`src/rtl/pcc_pkg.sv`:
```
// Package for the page buffer cache controller: shared types.
// Assumes: included first in compile order.
package pcc_pkg;

    // Miss sequencer states
    typedef enum logic [2:0] {
        ST_IDLE  = 3'd0,
        ST_WB    = 3'd1,
        ST_PF    = 3'd2,
        ST_FETCH = 3'd3,
        ST_WAIT  = 3'd4
    } miss_state_t;

endpackage

```
`src/rtl/pcc_tag_array.sv`:
```
// Tag store: valid, dirty and tag per line, with two associative match ports
// (request and residency lookup) and one indexed read port for the victim.
// Assumes: tags of valid lines are unique (only absent pages are installed).
module pcc_tag_array #(
    parameter int ENTRIES = 8,
    parameter int VPN_W   = 20,
    parameter int IDX_W   = $clog2(ENTRIES)
) (
    input  logic               clk,
    input  logic               rst_n,
    input  logic [VPN_W-1:0]   req_vpn,
    output logic               req_hit,
    output logic [IDX_W-1:0]   req_idx,
    input  logic               set_dirty,
    input  logic [VPN_W-1:0]   lk_vpn,
    output logic               lk_hit,
    input  logic [IDX_W-1:0]   sel_idx,
    output logic               sel_valid,
    output logic               sel_dirty,
    output logic [VPN_W-1:0]   sel_tag,
    input  logic               inst_en,
    input  logic [IDX_W-1:0]   inst_idx,
    input  logic [VPN_W-1:0]   inst_tag,
    input  logic               inst_dirty,
    output logic [ENTRIES-1:0] valid_vec
);

    logic [ENTRIES-1:0] valid_q;
    logic [ENTRIES-1:0] dirty_q;
    logic [VPN_W-1:0]   tag_q [ENTRIES];
    logic [ENTRIES-1:0] req_match;
    logic [ENTRIES-1:0] lk_match;

    // Per-line comparators for both match ports
    for (genvar g = 0; g < ENTRIES; g++) begin : g_cmp
        assign req_match[g] = valid_q[g] && (tag_q[g] == req_vpn);
        assign lk_match[g]  = valid_q[g] && (tag_q[g] == lk_vpn);
    end

    assign req_hit   = |req_match;
    assign lk_hit    = |lk_match;
    assign valid_vec = valid_q;

    // Encode the matching line index for the request port
    always_comb begin
        req_idx = '0;
        for (int i = 0; i < ENTRIES; i++) begin
            if (req_match[i]) req_idx = IDX_W'(i);
        end
    end

    // Indexed read of the selected victim line
    assign sel_valid = valid_q[sel_idx];
    assign sel_dirty = dirty_q[sel_idx];
    assign sel_tag   = tag_q[sel_idx];

    // Line state update: install on fetch completion, dirty on write hit
    always_ff @(posedge clk) begin
        if (!rst_n) begin
            valid_q <= '0;
            dirty_q <= '0;
            for (int i = 0; i < ENTRIES; i++) tag_q[i] <= '0;
        end else begin
            if (inst_en) begin
                valid_q[inst_idx] <= 1'b1;
                dirty_q[inst_idx] <= inst_dirty;
                tag_q[inst_idx]   <= inst_tag;
            end
            if (set_dirty) dirty_q[req_idx] <= 1'b1;
        end
    end

endmodule

```
`src/rtl/pcc_lru.sv`:
```
// Recency ranks (0 = most recent, ENTRIES-1 = least recent) and victim choice.
// Assumes: ranks form a permutation; a touch moves one line to rank 0.
module pcc_lru #(
    parameter int ENTRIES = 8,
    parameter int IDX_W   = $clog2(ENTRIES)
) (
    input  logic                     clk,
    input  logic                     rst_n,
    input  logic                     touch_en,
    input  logic [IDX_W-1:0]         touch_idx,
    input  logic [ENTRIES-1:0]       valid_vec,
    output logic [IDX_W-1:0]         vic_idx,
    output logic [ENTRIES*IDX_W-1:0] rank_flat
);

    localparam logic [IDX_W-1:0] OLDEST = IDX_W'(ENTRIES - 1);

    logic [IDX_W-1:0] rank_q [ENTRIES];
    logic [IDX_W-1:0] touched_rank;

    assign touched_rank = rank_q[touch_idx];

    // Flatten ranks for observation
    for (genvar g = 0; g < ENTRIES; g++) begin : g_flat
        assign rank_flat[g*IDX_W +: IDX_W] = rank_q[g];
    end

    // Rank update: touched line to front, younger lines age by one
    always_ff @(posedge clk) begin
        if (!rst_n) begin
            for (int i = 0; i < ENTRIES; i++) rank_q[i] <= IDX_W'(i);
        end else if (touch_en) begin
            for (int i = 0; i < ENTRIES; i++) begin
                if (IDX_W'(i) == touch_idx)       rank_q[i] <= '0;
                else if (rank_q[i] < touched_rank) rank_q[i] <= rank_q[i] + 1'b1;
            end
        end
    end

    // Victim choice: lowest invalid line first, else the oldest line
    always_comb begin
        logic found;
        found   = 1'b0;
        vic_idx = '0;
        for (int i = 0; i < ENTRIES; i++) begin
            if (!found && !valid_vec[i]) begin
                vic_idx = IDX_W'(i);
                found   = 1'b1;
            end
        end
        if (!found) begin
            for (int i = 0; i < ENTRIES; i++) begin
                if (rank_q[i] == OLDEST) vic_idx = IDX_W'(i);
            end
        end
    end

endmodule

```
`src/rtl/pcc_miss_fsm.sv`:
```
// Miss sequencer: disposes of the victim (write-back, prefetch hand-off or
// drop), then issues the fetch, waits for completion and installs the page.
// Assumes: at most one miss in flight; the caller stalls requests while busy.
module pcc_miss_fsm #(
    parameter int VPN_W = 20,
    parameter int IDX_W = 3
) (
    input  logic             clk,
    input  logic             rst_n,
    input  logic             req_fire,
    input  logic             req_hit,
    input  logic [VPN_W-1:0] req_vpn,
    input  logic             req_write,
    input  logic             req_keep,
    input  logic [IDX_W-1:0] vic_idx,
    input  logic             vic_valid,
    input  logic             vic_dirty,
    input  logic [VPN_W-1:0] vic_tag,
    input  logic             wb_ready,
    input  logic             pf_ready,
    input  logic             fetch_ready,
    input  logic             fetch_done,
    output logic             busy,
    output logic             wb_valid,
    output logic [VPN_W-1:0] wb_vpn,
    output logic             pf_valid,
    output logic [VPN_W-1:0] pf_vpn,
    output logic             fetch_valid,
    output logic [VPN_W-1:0] fetch_vpn,
    output logic             install_en,
    output logic [IDX_W-1:0] install_idx,
    output logic [VPN_W-1:0] install_tag,
    output logic             install_dirty,
    output logic             rsp_valid,
    output logic             rsp_hit
);
    import pcc_pkg::*;

    miss_state_t      state_q, state_d;
    logic [VPN_W-1:0] miss_vpn_q;
    logic             miss_wr_q;
    logic [IDX_W-1:0] vic_idx_q;
    logic [VPN_W-1:0] vic_tag_q;
    logic             miss_start;

    assign miss_start = req_fire && !req_hit;

    // Next-state selection for the miss sequence
    always_comb begin
        state_d = state_q;
        case (state_q)
            ST_IDLE: begin
                if (miss_start) begin
                    if (vic_valid && vic_dirty)     state_d = ST_WB;
                    else if (vic_valid && req_keep) state_d = ST_PF;
                    else                            state_d = ST_FETCH;
                end
            end
            ST_WB:    if (wb_ready)    state_d = ST_FETCH;
            ST_PF:    if (pf_ready)    state_d = ST_FETCH;
            ST_FETCH: if (fetch_ready) state_d = ST_WAIT;
            ST_WAIT:  if (fetch_done)  state_d = ST_IDLE;
            default:                   state_d = ST_IDLE;
        endcase
    end

    // State register and miss context capture
    always_ff @(posedge clk) begin
        if (!rst_n) begin
            state_q    <= ST_IDLE;
            miss_vpn_q <= '0;
            miss_wr_q  <= 1'b0;
            vic_idx_q  <= '0;
            vic_tag_q  <= '0;
        end else begin
            state_q <= state_d;
            if (state_q == ST_IDLE && miss_start) begin
                miss_vpn_q <= req_vpn;
                miss_wr_q  <= req_write;
                vic_idx_q  <= vic_idx;
                vic_tag_q  <= vic_tag;
            end
        end
    end

    // Response pulse for hits and for completed installs
    always_ff @(posedge clk) begin
        if (!rst_n) begin
            rsp_valid <= 1'b0;
            rsp_hit   <= 1'b0;
        end else begin
            rsp_valid <= (req_fire && req_hit) || install_en;
            rsp_hit   <= req_fire && req_hit;
        end
    end

    assign busy          = (state_q != ST_IDLE);
    assign wb_valid      = (state_q == ST_WB);
    assign pf_valid      = (state_q == ST_PF);
    assign fetch_valid   = (state_q == ST_FETCH);
    assign wb_vpn        = vic_tag_q;
    assign pf_vpn        = vic_tag_q;
    assign fetch_vpn     = miss_vpn_q;
    assign install_en    = (state_q == ST_WAIT) && fetch_done;
    assign install_idx   = vic_idx_q;
    assign install_tag   = miss_vpn_q;
    assign install_dirty = miss_wr_q;

endmodule

```
`src/rtl/page_cache_ctrl.sv`:
```
// Page buffer cache controller top: ties the tag store, recency tracker and
// miss sequencer together and presents the request, remote and lookup ports.
// Assumes: page data moves elsewhere; fetch_done pulses once per fetch.
module page_cache_ctrl #(
    parameter int ENTRIES = 8,
    parameter int VPN_W   = 20
) (
    input  logic             clk,
    input  logic             rst_n,
    input  logic             req_valid,
    output logic             req_ready,
    input  logic [VPN_W-1:0] req_vpn,
    input  logic             req_write,
    input  logic             req_keep,
    output logic             rsp_valid,
    output logic             rsp_hit,
    output logic             remote_busy,
    output logic             wb_valid,
    input  logic             wb_ready,
    output logic [VPN_W-1:0] wb_vpn,
    output logic             pf_valid,
    input  logic             pf_ready,
    output logic [VPN_W-1:0] pf_vpn,
    output logic             fetch_valid,
    input  logic             fetch_ready,
    output logic [VPN_W-1:0] fetch_vpn,
    input  logic             fetch_done,
    input  logic [VPN_W-1:0] lk_vpn,
    output logic             lk_hit
);

    localparam int IDX_W = (ENTRIES > 1) ? $clog2(ENTRIES) : 1;

    logic                     lookup_hit;
    logic [IDX_W-1:0]         hit_idx;
    logic                     req_fire;
    logic [IDX_W-1:0]         vic_idx;
    logic                     vic_valid;
    logic                     vic_dirty;
    logic [VPN_W-1:0]         vic_tag;
    logic                     install_en;
    logic [IDX_W-1:0]         install_idx;
    logic [VPN_W-1:0]         install_tag;
    logic                     install_dirty;
    logic [ENTRIES-1:0]       valid_vec;
    logic [ENTRIES*IDX_W-1:0] rank_flat;
    logic                     touch_en;
    logic [IDX_W-1:0]         touch_idx;

    assign req_ready = !remote_busy;
    assign req_fire  = req_valid && req_ready;
    assign touch_en  = (req_fire && lookup_hit) || install_en;
    assign touch_idx = install_en ? install_idx : hit_idx;

    pcc_tag_array #(.ENTRIES(ENTRIES), .VPN_W(VPN_W), .IDX_W(IDX_W)) u_tags (
        .clk        (clk),
        .rst_n      (rst_n),
        .req_vpn    (req_vpn),
        .req_hit    (lookup_hit),
        .req_idx    (hit_idx),
        .set_dirty  (req_fire && lookup_hit && req_write),
        .lk_vpn     (lk_vpn),
        .lk_hit     (lk_hit),
        .sel_idx    (vic_idx),
        .sel_valid  (vic_valid),
        .sel_dirty  (vic_dirty),
        .sel_tag    (vic_tag),
        .inst_en    (install_en),
        .inst_idx   (install_idx),
        .inst_tag   (install_tag),
        .inst_dirty (install_dirty),
        .valid_vec  (valid_vec)
    );

    pcc_lru #(.ENTRIES(ENTRIES), .IDX_W(IDX_W)) u_lru (
        .clk       (clk),
        .rst_n     (rst_n),
        .touch_en  (touch_en),
        .touch_idx (touch_idx),
        .valid_vec (valid_vec),
        .vic_idx   (vic_idx),
        .rank_flat (rank_flat)
    );

    pcc_miss_fsm #(.VPN_W(VPN_W), .IDX_W(IDX_W)) u_fsm (
        .clk           (clk),
        .rst_n         (rst_n),
        .req_fire      (req_fire),
        .req_hit       (lookup_hit),
        .req_vpn       (req_vpn),
        .req_write     (req_write),
        .req_keep      (req_keep),
        .vic_idx       (vic_idx),
        .vic_valid     (vic_valid),
        .vic_dirty     (vic_dirty),
        .vic_tag       (vic_tag),
        .wb_ready      (wb_ready),
        .pf_ready      (pf_ready),
        .fetch_ready   (fetch_ready),
        .fetch_done    (fetch_done),
        .busy          (remote_busy),
        .wb_valid      (wb_valid),
        .wb_vpn        (wb_vpn),
        .pf_valid      (pf_valid),
        .pf_vpn        (pf_vpn),
        .fetch_valid   (fetch_valid),
        .fetch_vpn     (fetch_vpn),
        .install_en    (install_en),
        .install_idx   (install_idx),
        .install_tag   (install_tag),
        .install_dirty (install_dirty),
        .rsp_valid     (rsp_valid),
        .rsp_hit       (rsp_hit)
    );

endmodule

```
`config.mk`:
```
export PLATFORM = sky130hd
export DESIGN_NAME = page_cache_ctrl
export DESIGN_NICKNAME = d
export VERILOG_FILES = /design/src/rtl/pcc_pkg.sv /design/src/rtl/pcc_tag_array.sv /design/src/rtl/pcc_lru.sv /design/src/rtl/pcc_miss_fsm.sv /design/src/rtl/page_cache_ctrl.sv
export SDC_FILE = /design/constraint.sdc
export NUM_CORES = 1
export LEC_CHECK = 0
export BUFFER_PORTS_ARGS = -buffer_cell sky130_fd_sc_hd__buf_2
export CORE_MARGIN = 8
export CORE_UTILIZATION = 50
export CTS_CLUSTER_SIZE = 12
export DETAILED_ROUTE_END_ITERATION = 8
export HOLD_SLACK_MARGIN = 0.03
export PLACE_DENSITY = 0.79
export SETUP_SLACK_MARGIN = 0.5
export SYNTH_ARGS = -nofsm -noshare
export SYNTH_HDL_FRONTEND = slang
export SYNTH_SLANG_ARGS = --single-unit
```
`constraint.sdc`:
```
create_clock -name clk -period 8.25 [get_ports clk]
set_input_delay 1.2375 -clock clk [delete_from_list [all_inputs] [get_ports clk]]
set_output_delay 1.2375 -clock clk [all_outputs]
set_load 0.05 [all_outputs]
```
==> results.toml <==
[grt]
grt_max_degree = 94
antenna_found_initial = 2
grt-ovfl-total = 0
grt_pass1_vias = 13800
grt.total_usage = 0.322
grt_pass1_wl_um = 92500

[timing]
finalCritPeriodShare = 0.719
skew_ns = 0.0225
maxSlewViolCount = 0
final_hold_viol_count = 0
tightest_slew_ns = 1.29
final.setup.tns_ns = 0
rsz0062_at_grt = "false"
max_freq_mhz = 169
setup_violations = 0
fin_crit_ns = 5.93
max-slew-margin-rel = 0.140

[cts]
cts-root-buf = "clkbuf_16"
postCtsHoldBufs = 0
ctsLongestPathBuffers = 3
numCtsBuffers = 28
post_cts_buffers = 0
cts_resized = 0
clk_latency_ns = 0.56
clock-sinks = 249
cts_max_level = 1
cts.clk_slew.worst_paths_ns = 0.06
cts_tree = "done"

[route]
dr.pass1.iters = 5
first_iter_violations = 1818
viasPerCell = 6.60
wl_per_cell_um = 29.9
routed_wl_um = 64500
postRouteAntennaNets = 0
vias = 14200
drcViolationCount = 0

[place]
post_dp_cell_area_sq_um = 17100
gp_congestion = 1.02
port_buffers = 116
dp_hpwl_um = 47000

[critical_path]
crit_chain = "buf_2 -> xor2_1 -> or4b_1 -> or4_1 -> a211oi_1 -> o311ai_1 -> a31oi_4 -> o21ai_0 -> mux2i_1 -> ha_1 -> o311a_1 -> o31ai_1"
cp_data_required_time_ns = 8.45
critical_path_buf_inv_count = 1
critical_path.top_delay_family = "compound AO/OA/AOI/OAI gates"
startpoint_type = "input port"
cp-end-kind = "flip-flop"
arrival_ns = 6.13
worst-setup-path-type = "input port to flip-flop"
max_stage_delay_ns = 0.71
cpMaxStageDelayCell = "mux2i_1"
worst-path-max-fanout = 19

[final_layout]
nets = 1766
final_cell_mix = "xnor2_1 (214), edfxtp_1 (184), buf_2 (116)"
area_delta_synth_final_pct = 9.29
final_area_sq_um = 18000
multi_input_area_sq_um = 8930
fillers = 2906
antenna_cells = 0
drive_above_1_share = 0.115
final_common_cell = "xnor2_1"
regArea_sq_um = 6830

[synthesis]
syn-cell-area_sq_um = 16500
synth.area.top_cells = "edfxtp_1 (34%), xnor2_1 (11%), dfxtp_1 (7.9%)"
synth_edf_count = 184
synthFlopType = "edfxtp_1"
syn_nets = 1737
ys.warnings.count = 0
ys_seq_area_frac = 0.414
async_reset_ff_frac = 0
synth_cell_types = 74
yosysTopAreaCellShare = 0.335
synth_top_cell_by_area = "edfxtp_1"
postSynthAreaPerCell_sq_um = 9.90
syn_inst = 1664
synth-seq-cells = 249

[power_and_ir_drop]
p_leak_nw = 7.16
peakVddDrop_v = 0.000164
p_per_area_nw_per_um2 = 213

[floorplan]
num_rows = 66
die_y_um = 198
io_pins = 117
start_util = 0.506
fp.dieW_um = 198
core_region_area_sq_um = 32500
dieArea_sq_um = 39000

[run_status]
status = "complete, no violations"

[job]
cap_violations = 0

[min_path]
worstHoldPathType = "flip-flop to flip-flop"
-- per-stage QoR --
| stage | std cells | setup WS (ns) | utilization | power [mW] | hold slack, ns |
|---|---|---|---|---|---|
| CTS | 2157 | 2.45 | 0.554 | 3.83 | 0.529 |
| floorplan | 1664 | 2.83 | - | 2.31 | 0.471 |
| global placement | 2105 | 1.92 | 0.526 | 2.60 | 0.506 |
| global route | 2157 | 2.15 | 0.554 | 3.95 | 0.568 |
| finish | 2157 | 2.32 | 0.554 | 3.84 | 0.532 |
| detailed placement | 2105 | 1.89 | 0.526 | 2.61 | 0.509 |
-- sequential cells by signal (all words and copies together) (netlist names) --
register and flops:
u_tags.valid_vec 8, u_fsm.pf_vpn 20, u_fsm.state_q 3, u_fsm.install_dirty 1, u_fsm.rsp_hit 1, u_fsm.install_idx 3
u_fsm.fetch_vpn 20, u_lru.rank_q 24, u_tags.dirty_q 8, u_tags.tag_q 160, u_fsm.rsp_valid 1
-- tightest hold or removal path: cells and delay by family, from the launching register on --
kind             cells  cell delay (ns)
AO/OA/AOI/OAI        1             0.09
flip-flops           1             0.33
AND/OR/NAND/NOR      1             0.08
-- metal layers --
metal / track usage / vias up / part of all wire
met5: 0 / - / 0
met4: 0.167 / 0 / 0.059
li1: - / 6069 / -
met1: 0.406 / 6962 / 0.38
met3: 0.0932 / 240 / 0.12
met2: 0.497 / 955 / 0.44
-- path summary, 6_finish.rpt --
check	startpoint	endpoint	slack (ns)	depth (start not counted)
worst max register to register	u_tags.tag_q[1][2]$_SDFFCE_PN0P_	u_lru.rank_q[1][0]$_SDFFCE_PN1P_	2.77	11
worst min-delay path	u_fsm.pf_vpn[3]$_SDFFE_PN0P_	u_fsm.pf_vpn[3]$_SDFFE_PN0P_	0.53	2
worst min register to register	u_fsm.pf_vpn[3]$_SDFFE_PN0P_	u_fsm.pf_vpn[3]$_SDFFE_PN0P_	0.53	2
worst max-delay path	req_vpn[2]	u_lru.rank_q[1][0]$_SDFFCE_PN1P_	2.32	12
-- synthesized netlist by cell type, types with 45 or more instances --
master    count
and2_1      107
xor2_1      106
dfxtp_1      65
nor2_1       65
edfxtp_1    184
nand4_1      71
a21oi_1      45
xnor2_1     214
and3_1       66
nand2_1      98
clkbuf_1     77
mux2i_1      96
-- kinds of logic after synthesis --
group,count (synthesis),synth area share
and+or+nand+nor,594,0.201
xor gates and xnor gates,320,0.170
DFF,249,0.414
AOI/OAI and AO/OA,217,0.0880
buffers and inverters,159,0.0467
muxes,99,0.0610
adders and majority gates,26,0.0194
-- report_power, final --
part	internal (mW)	switching (mW)	leakage, nW	total [mW]
Sequential	1.44	0.174	2.35	1.61
Combinational	0.258	0.738	4.37	0.996
Clock	0.706	0.527	0.436	1.23
Total	2.40	1.44	7.16	3.84
-- layout make-up --
| type | instances | area share |
|---|---|---|
| Sequential cell | 249 | 0.379 |
| Inverter | 25 | 0.00521 |
| Tap cell | 442 | 0.0307 |
| Timing Repair Buffer | 133 | 0.0393 |
| Clock inverter | 9 | 0.00285 |
| Multi-Input combinational cell | 1256 | 0.496 |
| Clock buffer | 43 | 0.0472 |
Power figures use the tool's default switching activity.
